<file path="src/rtl/ddr2rd_pkg.sv">
package ddr2rd_pkg;

  // Supported latency window
  localparam int unsigned AL_MAX = 4;
  localparam int unsigned CL_MIN = 3;
  localparam int unsigned CL_MAX = 6;
  localparam int unsigned RL_MAX = AL_MAX + CL_MAX;

  // Spacing rules between accepted reads (in clocks)
  localparam int unsigned GAP_SHORT = 2;   // BL4 chaining, BL8 truncation point
  localparam int unsigned GAP_LONG  = 4;   // BL8 chaining

  typedef struct packed {
    logic bl8;
    logic ap;
  } rd_kind_t;

  // Low three column bits of beat `beat` for a burst starting at `start_lo`
  function automatic logic [2:0] beat_col_lo(input logic [2:0] start_lo,
                                             input logic [2:0] beat,
                                             input logic       bl8);
    logic [2:0] sum;
    sum = start_lo + beat;
    return bl8 ? sum : {start_lo[2], sum[1:0]};
  endfunction

endpackage

</file>
<file path="src/rtl/ddr2rd_latency.sv">
module ddr2rd_latency
  import ddr2rd_pkg::*;
#(
  parameter int unsigned AL_W = 3,
  parameter int unsigned CL_W = 3,
  parameter int unsigned RL_W = 4
) (
  input  logic            clk,
  input  logic            rst_n,
  input  logic [AL_W-1:0] al_i,
  input  logic [CL_W-1:0] cl_i,
  output logic [RL_W-1:0] rl_o,
  output logic            err_o
);

  logic            al_big, cl_low, cl_big;
  logic [RL_W-1:0] al_c, cl_c;

  always_comb begin
    al_big = int'(al_i) > int'(AL_MAX);
    cl_low = int'(cl_i) < int'(CL_MIN);
    cl_big = int'(cl_i) > int'(CL_MAX);
    al_c   = al_big ? RL_W'(AL_MAX) : RL_W'(al_i);
    cl_c   = cl_low ? RL_W'(CL_MIN) : (cl_big ? RL_W'(CL_MAX) : RL_W'(cl_i));
    rl_o   = al_c + cl_c;
    err_o  = al_big | cl_low | cl_big;
  end


  rl_range_chk: assert property (@(posedge clk) disable iff (!rst_n)
    (rl_o >= RL_W'(CL_MIN)) && (rl_o <= RL_W'(RL_MAX)));

endmodule

</file>
<file path="src/rtl/ddr2rd_admit.sv">
module ddr2rd_admit
  import ddr2rd_pkg::*;
(
  input  logic clk,
  input  logic rst_n,
  input  logic rd_i,
  input  logic bl8_i,
  input  logic ap_i,
  output logic acc_o
);

  localparam int unsigned CNT_W = $clog2(GAP_LONG + 1);

  logic [CNT_W-1:0] cnt_q, cnt_n;
  rd_kind_t         kind_q, kind_n;
  logic             gap_ok;

  always_comb begin
    gap_ok = (cnt_q >= CNT_W'(GAP_LONG))
           || ((cnt_q >= CNT_W'(GAP_SHORT)) && !kind_q.bl8)
           || ((cnt_q == CNT_W'(GAP_SHORT)) && kind_q.bl8 && !kind_q.ap);
    acc_o  = rd_i && gap_ok;
    if (acc_o)
      cnt_n = CNT_W'(1);
    else if (cnt_q < CNT_W'(GAP_LONG))
      cnt_n = cnt_q + CNT_W'(1);
    else
      cnt_n = cnt_q;
    kind_n = '{bl8: bl8_i, ap: ap_i};
  end

  always_ff @(posedge clk or negedge rst_n) begin
    if (!rst_n) begin
      cnt_q  <= CNT_W'(GAP_LONG);
      kind_q <= '0;
    end else begin
      cnt_q <= cnt_n;
      if (acc_o) kind_q <= kind_n;
    end
  end


  no_adjacent_accept_chk: assert property (@(posedge clk) disable iff (!rst_n)
    acc_o |=> !acc_o);

endmodule

</file>
<file path="src/rtl/ddr2rd_delay.sv">
module ddr2rd_delay #(
  parameter int unsigned DEPTH  = 10,
  parameter int unsigned RL_W   = 4,
  parameter int unsigned DESC_W = 15
) (
  input  logic              clk,
  input  logic              rst_n,
  input  logic              acc_i,
  input  logic [DESC_W-1:0] desc_i,
  input  logic [RL_W-1:0]   rl_i,
  output logic              head_v_o,
  output logic [DESC_W-1:0] head_d_o,
  output logic              soon_v_o
);

  logic [RL_W-1:0]   ins;
  logic [DEPTH-1:0]  v_q;
  logic [DESC_W-1:0] d_q [DEPTH];
  logic [DEPTH-1:0]  v_sh;
  logic              next_busy;

  assign ins = rl_i - RL_W'(1);

  for (genvar i = 0; i < DEPTH; i++) begin : g_slot
    logic              hit;
    logic              v_r, v_n;
    logic [DESC_W-1:0] d_r, d_n;

    assign hit = acc_i && (ins == RL_W'(i));

    if (i == DEPTH - 1) begin : g_tail
      assign v_n = hit;
      assign d_n = hit ? desc_i : '0;
    end else begin : g_body
      assign v_n = hit | v_q[i+1];
      assign d_n = hit ? desc_i : d_q[i+1];
    end

    always_ff @(posedge clk or negedge rst_n) begin
      if (!rst_n) begin
        v_r <= 1'b0;
        d_r <= '0;
      end else begin
        v_r <= v_n;
        d_r <= d_n;
      end
    end

    assign v_q[i] = v_r;
    assign d_q[i] = d_r;
  end

  assign v_sh      = v_q >> ins;
  assign next_busy = v_sh[1];

  assign head_v_o = v_q[0];
  assign head_d_o = d_q[0];
  assign soon_v_o = v_q[1];


  slot_collision_chk: assert property (@(posedge clk) disable iff (!rst_n)
    acc_i |-> !next_busy);

endmodule

</file>
<file path="src/rtl/ddr2rd_burst.sv">
module ddr2rd_burst
  import ddr2rd_pkg::*;
#(
  parameter int unsigned BANK_W = 3,
  parameter int unsigned COL_W  = 10,
  parameter int unsigned DQ_W   = BANK_W + COL_W + 3
) (
  input  logic              clk,
  input  logic              rst_n,
  input  logic              head_v_i,
  input  logic [BANK_W-1:0] head_bank_i,
  input  logic [COL_W-1:0]  head_col_i,
  input  logic              head_bl8_i,
  input  logic              head_ap_i,
  input  logic              soon_v_i,
  output logic [DQ_W-1:0]   dq_rise_o,
  output logic [DQ_W-1:0]   dq_fall_o,
  output logic              dq_oe_o,
  output logic              dqs_hi_o,
  output logic              dqs_oe_o,
  output logic              end_v_o,
  output logic [BANK_W-1:0] end_bank_o,
  output logic              end_pre_o
);

  logic              act_q, act_n;
  logic [1:0]        pair_q, pair_n;
  logic [BANK_W-1:0] bank_q;
  logic [COL_W-1:0]  col_q;
  logic              bl8_q, ap_q;
  logic              pre_q, pre_n, pst_q, pst_n;
  logic              end_q, end_n, end_pre_q, end_pre_n;
  logic [BANK_W-1:0] end_bank_q;
  logic [1:0]        last;
  logic              at_last, cont;
  logic [2:0]        lo_r, lo_f;

  // Next-state logic
  always_comb begin
    last    = bl8_q ? 2'd3 : 2'd1;
    at_last = act_q && (pair_q == last);
    cont    = act_q && !at_last;
    act_n   = head_v_i | cont;
    if (head_v_i)
      pair_n = 2'd0;
    else if (cont)
      pair_n = pair_q + 2'd1;
    else
      pair_n = pair_q;
    end_n     = act_q && (at_last || head_v_i);
    end_pre_n = ap_q && at_last;
    pst_n     = at_last && !head_v_i;
    pre_n     = soon_v_i && !act_n;
  end

  // Registers
  always_ff @(posedge clk or negedge rst_n) begin
    if (!rst_n) begin
      act_q      <= 1'b0;
      pair_q     <= 2'd0;
      bank_q     <= '0;
      col_q      <= '0;
      bl8_q      <= 1'b0;
      ap_q       <= 1'b0;
      pre_q      <= 1'b0;
      pst_q      <= 1'b0;
      end_q      <= 1'b0;
      end_pre_q  <= 1'b0;
      end_bank_q <= '0;
    end else begin
      act_q     <= act_n;
      pair_q    <= pair_n;
      pre_q     <= pre_n;
      pst_q     <= pst_n;
      end_q     <= end_n;
      end_pre_q <= end_pre_n;
      if (head_v_i) begin
        bank_q <= head_bank_i;
        col_q  <= head_col_i;
        bl8_q  <= head_bl8_i;
        ap_q   <= head_ap_i;
      end
      if (end_n) end_bank_q <= bank_q;
    end
  end

  // Output decode
  always_comb begin
    lo_r = beat_col_lo(col_q[2:0], {pair_q, 1'b0}, bl8_q);
    lo_f = beat_col_lo(col_q[2:0], {pair_q, 1'b1}, bl8_q);
    dq_rise_o = act_q ? {bank_q, col_q[COL_W-1:3], lo_r, pair_q, 1'b0} : '0;
    dq_fall_o = act_q ? {bank_q, col_q[COL_W-1:3], lo_f, pair_q, 1'b1} : '0;
    dq_oe_o   = act_q;
    dqs_hi_o  = act_q;
    dqs_oe_o  = act_q | pre_q | pst_q;
  end

  assign end_v_o    = end_q;
  assign end_bank_o = end_bank_q;
  assign end_pre_o  = end_pre_q;


  takeover_point_chk: assert property (@(posedge clk) disable iff (!rst_n)
    (head_v_i && act_q) |-> (at_last || (bl8_q && !ap_q && (pair_q == 2'd1))));


  pair_range_chk: assert property (@(posedge clk) disable iff (!rst_n)
    act_q |-> (pair_q <= last));


  preamble_chk: assert property (@(posedge clk) disable iff (!rst_n)
    $rose(dq_oe_o) |-> $past(dqs_oe_o));


  postamble_chk: assert property (@(posedge clk) disable iff (!rst_n)
    $fell(dq_oe_o) |-> (dqs_oe_o && !dqs_hi_o));


  end_after_data_chk: assert property (@(posedge clk) disable iff (!rst_n)
    end_v_o |-> $past(dq_oe_o));

endmodule

</file>
<file path="src/rtl/ddr2rd_seq.sv">
module ddr2rd_seq
  import ddr2rd_pkg::*;
#(
  parameter int unsigned BANK_W = 3,
  parameter int unsigned COL_W  = 10,
  parameter int unsigned AL_W   = 3,
  parameter int unsigned CL_W   = 3
) (
  input  logic                       clk,
  input  logic                       rst_n,
  input  logic [AL_W-1:0]            cfg_al,
  input  logic [CL_W-1:0]            cfg_cl,
  input  logic                       cmd_rd,
  input  logic [BANK_W-1:0]          cmd_bank,
  input  logic [COL_W-1:0]           cmd_col,
  input  logic                       cmd_ap,
  input  logic                       cmd_bl8,
  output logic                       cfg_err,
  output logic [BANK_W+COL_W+2:0]    dq_rise,
  output logic [BANK_W+COL_W+2:0]    dq_fall,
  output logic                       dq_oe,
  output logic                       dqs_hi,
  output logic                       dqs_oe,
  output logic                       burst_end,
  output logic [BANK_W-1:0]          end_bank,
  output logic                       end_precharged
);

  localparam int unsigned DQ_W   = BANK_W + COL_W + 3;
  localparam int unsigned DEPTH  = RL_MAX;
  localparam int unsigned RL_W   = $clog2(RL_MAX + 1);
  localparam int unsigned DESC_W = BANK_W + COL_W + 2;

  // Asynchronous assert, synchronous release
  logic [1:0] rst_pipe;
  logic       srst_n;

  always_ff @(posedge clk or negedge rst_n) begin
    if (!rst_n) rst_pipe <= 2'b00;
    else        rst_pipe <= {rst_pipe[0], 1'b1};
  end
  assign srst_n = rst_pipe[1];

  logic [RL_W-1:0]   rl;
  logic              acc;
  logic              head_v, soon_v;
  logic [DESC_W-1:0] head_d;

  ddr2rd_latency #(.AL_W(AL_W), .CL_W(CL_W), .RL_W(RL_W)) u_lat (
    .clk   (clk),
    .rst_n (srst_n),
    .al_i  (cfg_al),
    .cl_i  (cfg_cl),
    .rl_o  (rl),
    .err_o (cfg_err)
  );

  ddr2rd_admit u_admit (
    .clk   (clk),
    .rst_n (srst_n),
    .rd_i  (cmd_rd),
    .bl8_i (cmd_bl8),
    .ap_i  (cmd_ap),
    .acc_o (acc)
  );

  ddr2rd_delay #(.DEPTH(DEPTH), .RL_W(RL_W), .DESC_W(DESC_W)) u_dly (
    .clk      (clk),
    .rst_n    (srst_n),
    .acc_i    (acc),
    .desc_i   ({cmd_bank, cmd_col, cmd_bl8, cmd_ap}),
    .rl_i     (rl),
    .head_v_o (head_v),
    .head_d_o (head_d),
    .soon_v_o (soon_v)
  );

  ddr2rd_burst #(.BANK_W(BANK_W), .COL_W(COL_W), .DQ_W(DQ_W)) u_burst (
    .clk         (clk),
    .rst_n       (srst_n),
    .head_v_i    (head_v),
    .head_bank_i (head_d[DESC_W-1 -: BANK_W]),
    .head_col_i  (head_d[COL_W+1:2]),
    .head_bl8_i  (head_d[1]),
    .head_ap_i   (head_d[0]),
    .soon_v_i    (soon_v),
    .dq_rise_o   (dq_rise),
    .dq_fall_o   (dq_fall),
    .dq_oe_o     (dq_oe),
    .dqs_hi_o    (dqs_hi),
    .dqs_oe_o    (dqs_oe),
    .end_v_o     (burst_end),
    .end_bank_o  (end_bank),
    .end_pre_o   (end_precharged)
  );

endmodule

</file>
<file path="config.mk">
export PLATFORM = sky130hd
export DESIGN_NAME = ddr2rd_seq
export DESIGN_NICKNAME = d
export VERILOG_FILES = /design/src/rtl/ddr2rd_pkg.sv /design/src/rtl/ddr2rd_latency.sv /design/src/rtl/ddr2rd_admit.sv /design/src/rtl/ddr2rd_delay.sv /design/src/rtl/ddr2rd_burst.sv /design/src/rtl/ddr2rd_seq.sv
export SDC_FILE = /design/constraint.sdc
export NUM_CORES = 1
export LEC_CHECK = 0
export BUFFER_PORTS_ARGS = -buffer_cell sky130_fd_sc_hd__buf_2
export CAP_MARGIN = 20
export CORE_UTILIZATION = 40
export CTS_CLUSTER_SIZE = 14
export DETAILED_ROUTE_END_ITERATION = 8
export MAX_ROUTING_LAYER = met4
export SYNTH_ARGS = -nofsm -noshare
export SYNTH_HDL_FRONTEND = slang
export SYNTH_SLANG_ARGS = --single-unit
export TNS_END_PERCENT = 10
</file>
<file path="constraint.sdc">
create_clock -name clk -period 15.2 [get_ports clk]
set_input_delay 3.04 -clock clk [delete_from_list [all_inputs] [get_ports clk]]
set_output_delay 3.04 -clock clk [all_outputs]
set_load 0.005 [all_outputs]
</file>
* After elaboration in Yosys (flattened, before gate mapping) *
Cells that the tools add are included.

word-level totals
  bits in registers = 192
  latch bits = 0
  RAM bits = 0
  ROM bits = 0
  input port bits = 24
  output and inout bits = 41
  memories kept = 0

operators by class
  add/subtract/negate cells = 6
  multiply operators = 0
  div/mod/pow operators = 0
  $lt $le $gt $ge = 6
  equal/unequal tests = 11
  shifts and indexed selects = 0
  multiplexer cells = 22
  bitwise gates (word level) = 14
  reductions and logical operators = 31

operators by type and width
  kind                   number
  $mux W15               10
  $mux W16               2
  $logic_and A1 B1 Y1    20
  $mux W3                6
  $eq A4 B3 Y1 const B   4
  $or A1 B1 Y1           14
  $eq A4 B2 Y1 const B   2
  $eq A4 B4 Y1 const B   2
  $add A3 B3 Y3          2
  $gt A3 B3 Y1 const B   2
  $mux W2                3
  $logic_not A1 Y1       5
  $add A4 B4 Y4          1
  $eq A4 B1 Y1 const B   1
  $logic_not A4 Y1       1
  $mux W4                1
  $reduce_bool A2 Y1     2
  $sub A4 B1 Y4 const B  1
  $add A3 B1 Y3 const B  1
  $eq A3 B2 Y1 const B   1
  $ge A3 B2 Y1 const B   1
  $ge A3 B3 Y1 const B   1
  $logic_or A1 B1 Y1     3
  $lt A3 B2 Y1 const B   1
  other kinds (3)        3

* Longest topological paths before layout *
  word-level depth = 8
  depth in mapped cells = 11

* Cells and area by module *
From an unflattened synthesis, not the netlist that was laid out.

unflattened totals
  cell total of the unflattened synthesis = 523
  area total of the unflattened synthesis = 7771.2 um2

modules (own cells, without submodules)
  module          times used  cells each  area each (um2)  sequential area each (um2)
  ddr2rd_delay    1           365         6019.5           4003.8
  ddr2rd_burst    1           106         1253.7           625.6
  ddr2rd_admit    1           31          305.3            126.4
  ddr2rd_latency  1           18          138.9            0.0
  ddr2rd_seq      1           3           53.8             50.0

* Least setup slack after synthesis *
Ideal clock, no wire load.

  path kind = input port to output port
  from = in cfg_cl[0]
  to = out cfg_err
  arrival = 3.279 ns
  slack = 8.881 ns
  stages on the path = 3
  cell sequence = nand2_1 > xnor2_1 > nand2_1

on the way
  longest elaborated chain between the ends = 3
  elaborated cells on any way between the ends = 4

ends and longest elaborated chain
  element             line                  source
  start: declaration  ddr2rd_seq.sv:12      input logic [CL_W-1:0] cfg_cl,
  $lt A3 B2 Y1        ddr2rd_latency.sv:21  cl_low = int'(cl_i) < int'(CL_MIN);
  $or A1 B1 Y1        ddr2rd_latency.sv:26  err_o = al_big | cl_low | cl_big;
  $or A1 B1 Y1 *      ddr2rd_latency.sv:26
  end: declaration    ddr2rd_seq.sv:18      output logic cfg_err,

Every way passes the cells marked *; elsewhere a longest branch is shown, timed or not.

* Final worst setup path *
Same ends and word-level chain as after synthesis.

==> reports/summary.txt <==
clock share of power = 33.8%
met3 usage = 3.77%
initial antenna violation count = 0
Root Buffer = clkbuf_16
RSZ-0062 raised after global routing = no
IO Port Bufs = 63
Ys Warns = 0
Slew HR = 34.4%
commonest non-fill, non-tap cell in the layout = dfrtp_1
share of power burned in registers = 48.7%
Distinct cells, synth = 42
critical path class = in -> out
status = complete, no violations
Core Rows = 50
Hold Vio Cnt, Final = 0
Clock Path Buffers = 2
Mapped Nets = 556
Synth-to-Final Area Change = 13.7%
Finished Core Util = 46.8%
initial core utilization = 41.2%
post-layout min period = 6570 ps
Leak = 4.62 nW
DP Wirelength = 7610 µm
first-pass GRT wire length = 20600 µm
Die H = 141 µm
GRT overflow = 0
Peak VDD IR = 64.9 µV
CP required = 12160 ps
Post-synth ARST share = 100%
GR Util met1 = 15.9%
TNS Setup = 0 ps
Filler cells = 1625
clock insertion delay at the later pin of the skew report = 420 ps
Synth Register Bits = 192
capturing element type of the critical path = output pin
routed len/inst = 14.5 µm
TritonCTS clock tree = built
Syn Area/Cell = 14.8 µm²
PD cells = 153 nW/µm²
Top FF cell, synth = dfrtp_1
Clock H-tree levels = 4
CTS Buf Count = 17
Post-Synthesis Cells = 523
CTS Hold Bufs = 0
Max Cap Viol = 0
Worst-Margin Slew = 983 ps
GRT Total Usage = 14.1%
Worst EP arrival = 3530 ps
Total Nets Final = 596
drt total wl = 12100 µm
Reg clk slew, reported paths = 60 ps
crit start category = input pin
Vias = 3927
fin crit share = 43.2%
final setup vio count = 0
via/cell ratio = 4.70
share of cells above drive strength 1 = 37.3%
Max Slew Vio Count = 0
Synth Cell Area = 7750 µm²
DR pass1 iterations = 4
Post-synth EDFFs = 0
GP Congestion = 0.769
diode count = 0
hold_ws = 288 ps
met2 usage = 23.8%
Final Power = 1.35 mW
drc violations = 0
CP max FO = 2
CTS Sinks = 192
Ports = 65
Starting DRT DRC Count = 201
Pint = 1.00 mW
Die ar. = 19900 µm²
Post-CTS Setup Inserts = 0
Die W = 141 µm
worst min path class = reg -> async
Comb pwr share = 17.4%
Seq/Total Area, Yosys = 62.0%
switching part of the total power = 25.8%
vias in the first global route = 4080
commonest cells after routing, fill and taps aside = 190 x dfrtp_1, 98 x mux2_2, 63 x buf_2, 55 x mux2_1, 31 x and2_1
CORE AREA = 18800 µm²
Layout Skew = 6.75 ps
pin count of the biggest net entering global routing = 93
maximum clock rate = 152 MHz
DRT antenna net count = 0
gr busiest metal = met2
Switch Pwr = 0.348 mW
Resized cells post-CTS = 0
worst max-delay path, stage by stage:
cell and delay, ps:
buf_2 110, nand2_1 70, xnor2_1 110, nand2_1 70, buf_2 130
worst paths after layout:
path                                               from  slack (ps)  cells after the start                      endpoint
setup / recovery                              cfg_cl[0]        8630                      5                       cfg_err
hold / removal                    rst_pipe[1]$_DFF_PN0_         290                      0  u_admit.cnt_q[0]$_DFFE_PN0P_
setup reg to reg           u_admit.cnt_q[2]$_DFFE_PN1P_       12720                      4  u_dly.head_d_o[10]$_DFF_PN0_
hold reg to reg                   rst_pipe[1]$_DFF_PN0_         290                      0  u_admit.cnt_q[0]$_DFFE_PN0P_
max in group asynchronous                         rst_n       12700                      1         rst_pipe[1]$_DFF_PN0_
min in group clk                  rst_pipe[0]$_DFF_PN0_         350                      0         rst_pipe[1]$_DFF_PN0_
sequential cells by signal, summed over array words and instances, names as in the netlist:
signal,count
u_dly.g_slot.d_r,135
u_dly.head_d_o,15
u_burst.col_q,10
u_dly.g_slot.v_r,8
u_admit.cnt_q,3
u_burst.bank_q,3
u_burst.end_bank_o,3
rst_pipe,2
u_admit.kind_q,2
u_burst.pair_q,2
u_burst.ap_q,1
u_burst.bl8_q,1
u_burst.dq_oe_o,1
u_burst.end_pre_o,1
u_burst.end_v_o,1
u_burst.pre_q,1
u_burst.pst_q,1
u_dly.head_v_o,1
u_dly.soon_v_o,1
layer usage:
metal,share of wire [%],up-vias
li1,-,1825
met2,52,56
met5,0,-
met4,1.6,0
met1,43,2032
met3,2.7,14
kinds of logic after synthesis:
| logic type | after synthesis | synth area share, % |
|---|---|---|
| flip-flops | 192 | 62.0 |
| multiplexers | 153 | 22.2 |
| AND/OR/NAND/NOR | 86 | 7.78 |
| buffers and inverters | 60 | 3.99 |
| AO/OA/AOI/OAI | 13 | 1.11 |
| adder cells (fa/ha/maj) | 9 | 1.65 |
| XOR/XNOR | 8 | 1.15 |
| other | 2 | 0.0969 |
through the flow:
| stage | instances | area [µm²] | worst slack [ps] |
|---|---|---|---|
| after floorplan | 523 | 7750 | 8880 |
| after global placement | 802 | 8150 | 8650 |
| after detailed placement | 802 | 8150 | 8630 |
| after CTS | 834 | 8770 | 8630 |
| after global routing | 836 | 8810 | 8580 |
| final | 836 | 8810 | 8630 |
layout make-up:
cell class	count	area [µm²]	area share, %
Clock buffer	20	467	5.30
Clock inverter	12	154	1.75
Inverter	14	52.6	0.596
Multi-Input combinational cell	271	2640	29.9
Sequential cell	192	4810	54.6
Tap cell	260	325	3.69
Timing Repair Buffer	67	369	4.19
cell usage after synthesis, types with 2 or more instances:
cell type | n | share of area, %
a21oi_1 | 4 | 0.26
fa_1 | 2 | 0.52
inv_1 | 14 | 0.68
xnor2_1 | 6 | 0.68
buf_1 | 14 | 0.68
mux2_2 | 98 | 14
clkbuf_1 | 6 | 0.29
o21ai_0 | 4 | 0.26
buf_2 | 7 | 0.45
nor2_2 | 2 | 0.16
and2_1 | 31 | 2.5
buf_4 | 18 | 1.7
dfrtp_1 | 191 | 62
conb_1 | 2 | 0.097
nand2b_1 | 7 | 0.56
nor2b_1 | 5 | 0.40
nor2_1 | 6 | 0.29
ha_1 | 7 | 1.1
nand4_4 | 6 | 1.6
nand2_1 | 14 | 0.68
or2_2 | 3 | 0.24
mux2_1 | 55 | 8.0
nand4_1 | 2 | 0.16
power groups by stage:
stage / registers (mW) / logic (mW) / clock network (mW)
after floorplan: 0.652 / 0.200 / 0
after CTS: 0.660 / 0.239 / 0.472
after global placement: 0.664 / 0.229 / 0
final: 0.658 / 0.235 / 0.457
after detailed placement: 0.670 / 0.238 / 0
after global routing: 0.671 / 0.264 / 0.491
Note: power is estimated with default switching activity, not from simulation.
